[config.mk]
export PLATFORM = sky130hd
export DESIGN_NAME = plane_dirty_tracker
export DESIGN_NICKNAME = d
export VERILOG_FILES = /design/src/rtl/prt_pkg.sv /design/src/rtl/prt_datapath.sv /design/src/rtl/prt_control.sv /design/src/rtl/plane_dirty_tracker.sv
export SDC_FILE = /design/constraint.sdc
export NUM_CORES = 1
export LEC_CHECK = 0
export ABC_AREA = 0
export CAP_MARGIN = 40
export CELL_PAD_IN_SITES_DETAIL_PLACEMENT = 1
export CELL_PAD_IN_SITES_GLOBAL_PLACEMENT = 2
export CORE_UTILIZATION = 25
export CTS_CLUSTER_SIZE = 8
export DETAILED_ROUTE_END_ITERATION = 16
export GPL_ROUTABILITY_DRIVEN = 0
export PLACE_DENSITY_LB_ADDON = 0.25
export RECOVER_POWER = 25
export SYNTH_ARGS = -nofsm -noshare
export SYNTH_HDL_FRONTEND = slang
export SYNTH_SLANG_ARGS = --single-unit
[constraint.sdc]
create_clock -name clk -period 2.25 [get_ports clk]
set_input_delay 0.5625 -clock clk [delete_from_list [all_inputs] [get_ports clk]]
set_output_delay 0.5625 -clock clk [all_outputs]
set_load 0.005 [all_outputs]
[src/rtl/prt_pkg.sv]
package prt_pkg;

  typedef enum logic [1:0] {
    ST_IDLE     = 2'd0,
    ST_DELAY    = 2'd1,
    ST_WAITIDLE = 2'd2
  } armState_e;

  // strobes from control to datapath
  typedef struct packed {
    logic busyClr;
    logic busyOr;
    logic busyAnd;
    logic cntClr;
    logic cntInc;
  } dpCtl_t;

  // status from datapath to control
  typedef struct packed {
    logic invHit;
    logic flushHit;
    logic flushLeavesClean;
    logic busyNextClean;
    logic delayDone;
    logic waitDone;
  } dpSts_t;

endpackage

[src/rtl/prt_datapath.sv]
module prt_datapath
  import prt_pkg::*;
#(
  parameter int NUM_PLANES = 8,
  parameter int DLY_TICKS  = 100,
  parameter int TMO_TICKS  = 50
) (
  input  logic                  clk,
  input  logic                  rstN,
  input  dpCtl_t                ctl,
  input  logic [NUM_PLANES-1:0] relMask,
  input  logic [NUM_PLANES-1:0] invMask,
  input  logic [NUM_PLANES-1:0] flushMask,
  output logic [NUM_PLANES-1:0] busyMask,
  output dpSts_t                sts
);

  localparam int MAX_TICKS = (DLY_TICKS > TMO_TICKS) ? DLY_TICKS : TMO_TICKS;
  localparam int CNT_W     = $clog2(MAX_TICKS + 1);
  localparam logic [CNT_W-1:0] DLY_LAST = CNT_W'(DLY_TICKS - 1);
  localparam logic [CNT_W-1:0] TMO_LAST = CNT_W'(TMO_TICKS - 1);

  logic [NUM_PLANES-1:0] busyQ, busyD;
  logic [NUM_PLANES-1:0] invSel, flushSel;
  logic [CNT_W-1:0]      cntQ;

  assign invSel   = invMask & relMask;
  assign flushSel = flushMask & relMask;

  always_comb begin
    busyD = busyQ;
    if (ctl.busyClr)      busyD = '0;
    else if (ctl.busyOr)  busyD = busyQ | invSel;
    else if (ctl.busyAnd) busyD = busyQ & ~flushSel;
  end

  always_ff @(posedge clk) begin
    if (!rstN) busyQ <= '0;
    else       busyQ <= busyD;
  end

  always_ff @(posedge clk) begin
    if (!rstN)           cntQ <= '0;
    else if (ctl.cntClr) cntQ <= '0;
    else if (ctl.cntInc) cntQ <= cntQ + 1'b1;
  end

  assign busyMask             = busyQ;
  assign sts.invHit           = |invSel;
  assign sts.flushHit         = |flushSel;
  assign sts.flushLeavesClean = ~|(busyQ & ~flushSel);
  assign sts.busyNextClean    = ~|busyD;
  assign sts.delayDone        = (cntQ == DLY_LAST);
  assign sts.waitDone         = (cntQ == TMO_LAST);

endmodule

[src/rtl/prt_control.sv]
module prt_control
  import prt_pkg::*;
#(
  parameter bit FLIP_EXITS = 1'b0
) (
  input  logic   clk,
  input  logic   rstN,
  input  logic   featEn,
  input  logic   invStrobe,
  input  logic   flushStrobe,
  input  logic   flushIsFlip,
  input  logic   refreshActive,
  input  logic   refreshIdle,
  input  logic   msTick,
  input  dpSts_t sts,
  output dpCtl_t ctl,
  output logic   exitReq,
  output logic   rearmReq
);

  armState_e stateQ, stateD;
  logic      exitD, rearmD, schedule, flushExitOk;

  generate
    if (FLIP_EXITS) begin : gAnyFlush
      assign flushExitOk = 1'b1;
    end else begin : gSkipFlip
      assign flushExitOk = ~flushIsFlip;
    end
  endgenerate

  always_comb begin
    ctl      = '0;
    stateD   = stateQ;
    exitD    = 1'b0;
    rearmD   = 1'b0;
    schedule = 1'b0;
    if (!featEn) begin
      ctl.busyClr = 1'b1;
      stateD      = ST_IDLE;
    end else begin
      if (invStrobe) begin
        ctl.busyOr = 1'b1;
        exitD      = sts.invHit;
      end else if (flushStrobe) begin
        ctl.busyAnd = 1'b1;
        exitD       = sts.flushHit & flushExitOk;
        if ((!refreshActive || exitD) && sts.flushLeavesClean) begin
          schedule   = 1'b1;
          ctl.cntClr = 1'b1;
          stateD     = ST_DELAY;
        end
      end
      if (!schedule) begin
        unique case (stateQ)
          ST_DELAY: begin
            if (msTick) begin
              if (sts.delayDone) begin
                ctl.cntClr = 1'b1;
                stateD     = sts.busyNextClean ? ST_WAITIDLE : ST_IDLE;
              end else begin
                ctl.cntInc = 1'b1;
              end
            end
          end
          ST_WAITIDLE: begin
            if (refreshIdle) begin
              rearmD = sts.busyNextClean;
              stateD = ST_IDLE;
            end else if (msTick) begin
              if (sts.waitDone) stateD = ST_IDLE;
              else              ctl.cntInc = 1'b1;
            end
          end
          default: stateD = ST_IDLE;
        endcase
      end
    end
  end

  always_ff @(posedge clk) begin
    if (!rstN) begin
      stateQ   <= ST_IDLE;
      exitReq  <= 1'b0;
      rearmReq <= 1'b0;
    end else begin
      stateQ   <= stateD;
      exitReq  <= exitD;
      rearmReq <= rearmD;
    end
  end

endmodule

[src/rtl/plane_dirty_tracker.sv]
module plane_dirty_tracker
  import prt_pkg::*;
#(
  parameter int NUM_PLANES    = 8,
  parameter bit FLIP_EXITS    = 1'b0,
  parameter int DLY_TRACKED   = 100,
  parameter int DLY_UNTRACKED = 500,
  parameter int TMO_TRACKED   = 50,
  parameter int TMO_UNTRACKED = 1
) (
  input  logic                  clk,
  input  logic                  rstN,
  input  logic                  featEn,
  input  logic [NUM_PLANES-1:0] relMask,
  input  logic                  invStrobe,
  input  logic [NUM_PLANES-1:0] invMask,
  input  logic                  flushStrobe,
  input  logic [NUM_PLANES-1:0] flushMask,
  input  logic                  flushIsFlip,
  input  logic                  refreshActive,
  input  logic                  refreshIdle,
  input  logic                  msTick,
  output logic                  exitReq,
  output logic                  rearmReq,
  output logic [NUM_PLANES-1:0] busyMask
);

  localparam int DLY_TICKS = FLIP_EXITS ? DLY_UNTRACKED : DLY_TRACKED;
  localparam int TMO_TICKS = FLIP_EXITS ? TMO_UNTRACKED : TMO_TRACKED;

  dpCtl_t ctl;
  dpSts_t sts;

  prt_control #(.FLIP_EXITS(FLIP_EXITS)) uCtl (
    .clk(clk), .rstN(rstN), .featEn(featEn),
    .invStrobe(invStrobe), .flushStrobe(flushStrobe), .flushIsFlip(flushIsFlip),
    .refreshActive(refreshActive), .refreshIdle(refreshIdle), .msTick(msTick),
    .sts(sts), .ctl(ctl), .exitReq(exitReq), .rearmReq(rearmReq)
  );

  prt_datapath #(
    .NUM_PLANES(NUM_PLANES), .DLY_TICKS(DLY_TICKS), .TMO_TICKS(TMO_TICKS)
  ) uDp (
    .clk(clk), .rstN(rstN), .ctl(ctl), .relMask(relMask),
    .invMask(invMask), .flushMask(flushMask), .busyMask(busyMask), .sts(sts)
  );

endmodule

# After elaboration in Yosys (flattened, before gate mapping)

Index checks and enable logic that the tools add are counted.

Bits of input ports: 33
Register bits after elaboration: 19
Output and inout port bits: 10

Equality and inequality tests: 4
Multiplexer cells: 33
Reductions and logical operators: 12
$add $sub $neg: 1
Bitwise gates (word level): 11

Operator list:

| operator                                             | count |
|---|---|
| OR reduction 8 bit                                   | 4 |
| two-way mux 2 bit                                    | 14 |
| AND 8 bit                                            | 3 |
| two-way mux 8 bit                                    | 3 |
| two-way mux 1 bit                                    | 13 |
| inverter 8 bit                                       | 1 |
| OR 8 bit                                             | 1 |
| adder 7 x 1 -> 7 bit (second input constant)         | 1 |
| equality test 7 x 6 -> 1 bit (second input constant) | 1 |
| equality test 7 bit (second input constant)          | 1 |
| inverter 1 bit                                       | 5 |
| OR reduction 5 bit                                   | 1 |
| two-way mux 4 bit                                    | 1 |
| one-hot mux 2 bit (2 select lines)                   | 1 |
| zero test 1 bit                                      | 3 |
| equality test 2 x 1 -> 1 bit (second input constant) | 1 |
| equality test 2 bit (second input constant)          | 1 |
| one-hot mux 1 bit (2 select lines)                   | 1 |
| AND reduction 2 bit                                  | 1 |
| OR reduction 2 bit                                   | 1 |
| AND 1 bit                                            | 1 |
| logical AND 1 bit                                    | 1 |
| logical OR 1 bit                                     | 1 |

# Longest topological paths before layout

Word-level depth: 23
Gate-level depth with buffers: 7

# Hierarchy

From an unflattened synthesis, not the netlist that was laid out.

Cell total of the unflattened synthesis: 146
Area, all modules: 1,173.6 um2

By module, submodules not included:

| module       | cells an instance | area each (um2) | instances |
|---|---|---|---|
| prt_datapath | 109               | 877.1           | 1 |
| prt_control  | 37                | 296.5           | 1 |

# Worst setup path before layout

Ideal clock, no wire load.

Path type: input -> register
Start: input featEn
End: register uCtl.stateQ[1]
Slack: 0.277 ns
Setup time: 0.103 ns
Stages on the path: 7
Data required time: 2.147 ns
Data arrival time: 1.869 ns
Path buffers: 1
Cells stage by stage: buf_2 > and2_1 > a31oi_1 > nor2_2 > nor4_2 > o21ai_1 > a2111oi_2

Longest elaborated chain between the ends: 10

Ends and longest elaborated chain:

| element                            | line                      | text |
|---|---|---|
| from (decl)                        | plane_dirty_tracker.sv:13 | `input logic featEn,` |
| two-way mux 4 bit                  | prt_control.sv:38         | `if (!featEn) begin` |
| two-way mux 8 bit                  | prt_datapath.sv:34        | `else if (ctl.busyAnd) busyD = busyQ & ~flushSel;` |
| two-way mux 8 bit                  | prt_datapath.sv:33        | `else if (ctl.busyOr) busyD = busyQ \| invSel;` |
| two-way mux 8 bit                  | prt_datapath.sv:32        | `if (ctl.busyClr) busyD = '0;` |
| OR reduction 8 bit                 | prt_datapath.sv:52        | `assign sts.busyNextClean = ~\|busyD;` |
| two-way mux 2 bit                  | prt_control.sv:60         | `stateD = sts.busyNextClean ? ST_WAITIDLE : ST_IDLE;` |
| two-way mux 2 bit                  | prt_control.sv:58         | `if (sts.delayDone) begin` |
| two-way mux 2 bit                  | prt_control.sv:57         | `if (msTick) begin` |
| one-hot mux 2 bit (2 select lines) | prt_control.sv:55         | `unique case (stateQ)` |
| two-way mux 2 bit                  | prt_control.sv:54         | `if (!schedule) begin` |
| to (signal assigned)               | prt_control.sv:87         | `stateQ <= stateD;` |
| to (decl)                          | prt_control.sv:21         | `armState_e stateQ, stateD;` |

Parallel ways exist; a longest one is shown, timed or not.
A chain may end at the register's enable or synchronous reset.

# Worst setup path in the final report

Start: input relMask[0]
End: register uDp.cntQ[3]

Longest elaborated chain between the ends: 15

Ends and longest elaborated chain:

| element                      | line                      | text |
|---|---|---|
| from (decl)                  | plane_dirty_tracker.sv:14 | `input logic [NUM_PLANES-1:0] relMask,` |
| AND 8 bit *                  | prt_datapath.sv:28        | `assign flushSel = flushMask & relMask;` |
| inverter 8 bit               | prt_datapath.sv:51        | `assign sts.flushLeavesClean = ~\|(busyQ & ~flushSel);` |
| AND 8 bit                    | prt_datapath.sv:51        |  |
| OR reduction 8 bit           | prt_datapath.sv:51        |  |
| zero test 1 bit              | prt_datapath.sv:51        |  |
| logical AND 1 bit *          | prt_control.sv:48         | `if ((!refreshActive \|\| exitD) && sts.flushLeavesClean) begin` |
| two-way mux 1 bit *          | prt_control.sv:48         |  |
| two-way mux 2 bit            | prt_control.sv:45         | `end else if (flushStrobe) begin` |
| two-way mux 2 bit            | prt_control.sv:42         | `if (invStrobe) begin` |
| two-way mux 1 bit            | prt_control.sv:58         |  |
| two-way mux 2 bit            | prt_control.sv:57         |  |
| two-way mux 1 bit            | prt_control.sv:55         |  |
| two-way mux 2 bit *          | prt_control.sv:54         |  |
| two-way mux 4 bit *          | prt_control.sv:38         |  |
| OR reduction 2 bit (no line) | --                        |  |
| to (signal assigned)         | prt_datapath.sv:45        | `else if (ctl.cntInc) cntQ <= cntQ + 1'b1;` |
| to (decl)                    | prt_datapath.sv:25        | `logic [CNT_W-1:0] cntQ;` |

Mark *: on every way between the ends. The rest lies on a longest branch, timed or not. The select of a mux whose other input is x is not followed.

==> results.sh <==
export IMPL_synth_edf_count=0
export IMPL_core_um2=4690
export IMPL_synth_xor_area_share_pct=0
export IMPL_postSynthRegisterBits=19
export IMPL_dp_slack_ns=-0.471
export IMPL_netlist_area_um2=1220
export IMPL_vias=1591
export IMPL_clock_latency_ns=0.26
export IMPL_status="finished, final reports clean"
export IMPL_slowest_delay_ns=0.51
export IMPL_cts_tree="built"
export IMPL_fmax_mhz=457
export IMPL_htreeDepth=1
export IMPL_r2r_slack_ns=0.12
export IMPL_switching_power_w=0.000235
export IMPL_synth_mux_area_fraction_pct=0
export IMPL_timing_rr_end="uCtl.stateQ[1]$_SDFF_PN0_"
export IMPL_crit_path_end="uDp.cntQ[3]$_SDFFE_PP0P_"
export IMPL_cp_max_fo=7
export IMPL_die_area_um2=5160
export IMPL_antenna_found_initial=0
export IMPL_synth_area_leaders="dfxtp_1 31%, a21oi_1 6.6%, nand2_1 5.5%"
export IMPL_hold_viol_final=0
export IMPL_io_pins=43
export IMPL_power_frac_seq_pct=41.3
export IMPL_num_nets_final=276
export IMPL_critical_path_arrival_ns=2.37
export IMPL_viasPerCell=5.45
export IMPL_portBuffers=42
export IMPL_initial_core_util_pct=26.0
export IMPL_syn_avg_cell_area_um2=8.07
export IMPL_maxSlewHeadroom_pct=70.7
export IMPL_crit_path_start="relMask[0]"
export IMPL_finalMaxSlewViolations=0
export IMPL_r2r_cells=6
export IMPL_grt_pass1_wl_um=8070
export IMPL_power_leakage_nw=0.912
export IMPL_grt_start_max_net_pins=11
export IMPL_worst_setup_path_end_kind="register"
export IMPL_route_detailed_drc=0
export IMPL_setup_viol=0
export IMPL_first_iter_violations=43
export IMPL_post_route_util_pct=47.5
export IMPL_chipHeight_um=71.8
export IMPL_synth_top_family_by_area="compound AO/OA/AOI/OAI gates"
export IMPL_min_period_ns=2.19
export IMPL_critical_path_required_ns=2.43
export IMPL_layout_setup_ws_ns=0.0597
export IMPL_path_buf_inv=2
export IMPL_cts_buffers=3
export IMPL_drtPass1Iterations=4
export IMPL_p_comb_share_pct=29.3
export IMPL_synth_flop_cell="dfxtp_1"
export IMPL_p_int_w=0.000601
export IMPL_startpoint_type="input pin"
export IMPL_critPathKind="in2reg"
export IMPL_syn_inst=151
export IMPL_async_flop_share_pct=0
export IMPL_cts_root_buf="clkbuf_8"
export IMPL_finalCritPeriodShare_pct=97.3
export IMPL_power_density_nw_per_um2=374
export IMPL_yosys_area_top_type="dfxtp_1"
export IMPL_hp_class="reg2reg"
export IMPL_path_depth=8
export IMPL_path_clk_slew_ns=0.07
export IMPL_synthAdderAreaFrac_pct=4.11
export IMPL_fin_skew_ns=0.00371
export IMPL_worst_ir_drop_vdd_mv=0.236
export IMPL_clockBufferDepth=2
export IMPL_antennaDiodeCount=0
export IMPL_track_usage_pct=20.4
export IMPL_synth_distinct_cells=48
export IMPL_clock_power_share_pct=29.5
export IMPL_worst_pin_slew_ns=0.439
export IMPL_syn_to_final_growth_pct=83.1
export IMPL_ys_seq_area_share_pct=31.2
export IMPL_wl_per_cell_um=17.7
export IMPL_postCtsHoldBufs=0
export IMPL_synth_compound_area_share_pct=34.2
export IMPL_grt_pass1_vias=1683
export IMPL_p_total_w=0.000835
export IMPL_critPathSlowestCell="or4_4"
export IMPL_ys_top_cells_by_count="19 x dfxtp_1, 18 x nand2_1, 16 x a21oi_1"
export IMPL_synth_top_area_share_pct=31.2
export IMPL_drtAntennaViolNets=0
export IMPL_synth_fp_nets=188
export IMPL_r2r_start="uDp.busyMask[6]$_SDFF_PN0_"
export IMPL_critPathTopFamily="simple AND/OR/NAND/NOR gates"
export IMPL_crit_chain="clkdlybuf4s50_1, nand2_2, nand3_4, o21bai_4, a21oi_4, buf_6, or4_4, a211oi_2"
export IMPL_synthSimpleGateAreaFrac_pct=26.9
export IMPL_switching_share_pct=28.1
export IMPL_routed_wl_um=5150
export IMPL_drive_gt1_share_pct=35.3
export IMPL_drv_cap=0
export IMPL_die_x_um=71.8
export IMPL_dp_hpwl_um=3850
export IMPL_grt_overflow_total=0
export IMPL_ys_warn_count=0
export IMPL_clock_sinks=19
export IMPL_synth_most_common_cell="dfxtp_1"
export IMPL_rows=25
state kept, by name, summed over array words and instances, names as in the netlist:
| register | count |
|---|---|
| uCtl.stateQ | 2 |
| uDp.cntQ | 7 |
| uDp.busyMask | 8 |
| uCtl.exitReq | 1 |
| uCtl.rearmReq | 1 |
worst min path at each step:
stage / depth (start not counted) / startpoint / to
5_1_grt: 2 / uDp.cntQ[6]$_SDFFE_PP0P_ / uDp.cntQ[6]$_SDFFE_PP0P_
2_1_floorplan: 2 / uDp.cntQ[4]$_SDFFE_PP0P_ / uDp.cntQ[4]$_SDFFE_PP0P_
3_3_place_gp: 2 / uCtl.stateQ[1]$_SDFF_PN0_ / uCtl.stateQ[1]$_SDFF_PN0_
4_1_cts: 2 / uDp.busyMask[6]$_SDFF_PN0_ / uDp.busyMask[6]$_SDFF_PN0_
6_report: 2 / uDp.cntQ[5]$_SDFFE_PP0P_ / uDp.cntQ[5]$_SDFFE_PP0P_
3_5_place_dp: 2 / uDp.busyMask[6]$_SDFF_PN0_ / uDp.busyMask[6]$_SDFF_PN0_
final cells by class:
cell class                      instances  area (µm²)
Clock buffer                            4        45.0
Fill cell                             564        2460
Inverter                                8        30.0
Multi-Input combinational cell        121         943
Sequential cell                        19         380
Tap cell                               54        67.6
Timing Repair Buffer                   86         764
cells in the final DEF (no fill, tap or decap), drive strengths merged, types with 3 or more instances in the layout:
master and instances:
a21boi 4, or4 4, a22oi 3, buf 41, or3 4, nand4 5
clkbuf 7, a21oi 17, dfxtp 19, dlygate4sd2 8, dlymetal6s2s 8, a211oi 7
nand2 18, a21o 4, clkdlybuf4s50 25, ha 4, nand2b 3, o21ai 7
o31ai 4, nor2 4, nor3 4, nand3 5, inv 8
power groups by stage:
stage	logic [W]	clock network, W	registers, W
detailed placement	0.000210	0	0.000353
floorplan	0.0000698	0	0.000352
global route	0.000259	0.000267	0.000345
finish	0.000244	0.000246	0.000345
global placement	0.000207	0	0.000352
CTS	0.000231	0.000257	0.000345
routing by layer:
metal  share of wire, %  track usage, %  routed length, µm  up-vias
met5                  0               0                  0        -
met4                1.6            5.88                 82        0
met3                3.7            2.67                190       10
met2                 54            39.1               2760       51
met1                 41            23.2               2120      776
li1                   -               -                  -      754
per-stage QoR:
| step | setup TNS, ns | hold WS, ns | cells | instance area, µm² |
|---|---|---|---|---|
| final | 0 | 0.531 | 292 | 2230 |
| after detailed placement | -3.89 | 0.514 | 284 | 1990 |
| after floorplan | 0 | 0.473 | 151 | 1220 |
| after global routing | -0.0131 | 0.552 | 292 | 2230 |
| after global placement | -2.98 | 0.496 | 284 | 1990 |
| after CTS | 0 | 0.525 | 291 | 2160 |
worst register-to-register path: cells and delay by family, from the launching register on:
kind / cells / cell delay [ns]
compound gates: 3 / 0.56
flops: 1 / 0.36
simple gates: 3 / 1.11
timing repair:
item | in CTS | in global routing
setup buffers | 2 | 1
gates resized for setup | 40 | 21
endpoints found under the hold margin | 0 | 0
endpoints found under the setup margin | 8 | 8
pin swaps | 14 | 13
cloned | 1 | 0
cells by family after synthesis:
group           after synthesis
compound gates               60
simple gates                 57
flops                        19
buf+inv                      11
fa+ha+maj                     4
No activity file was read; power rests on OpenSTA's default activity.
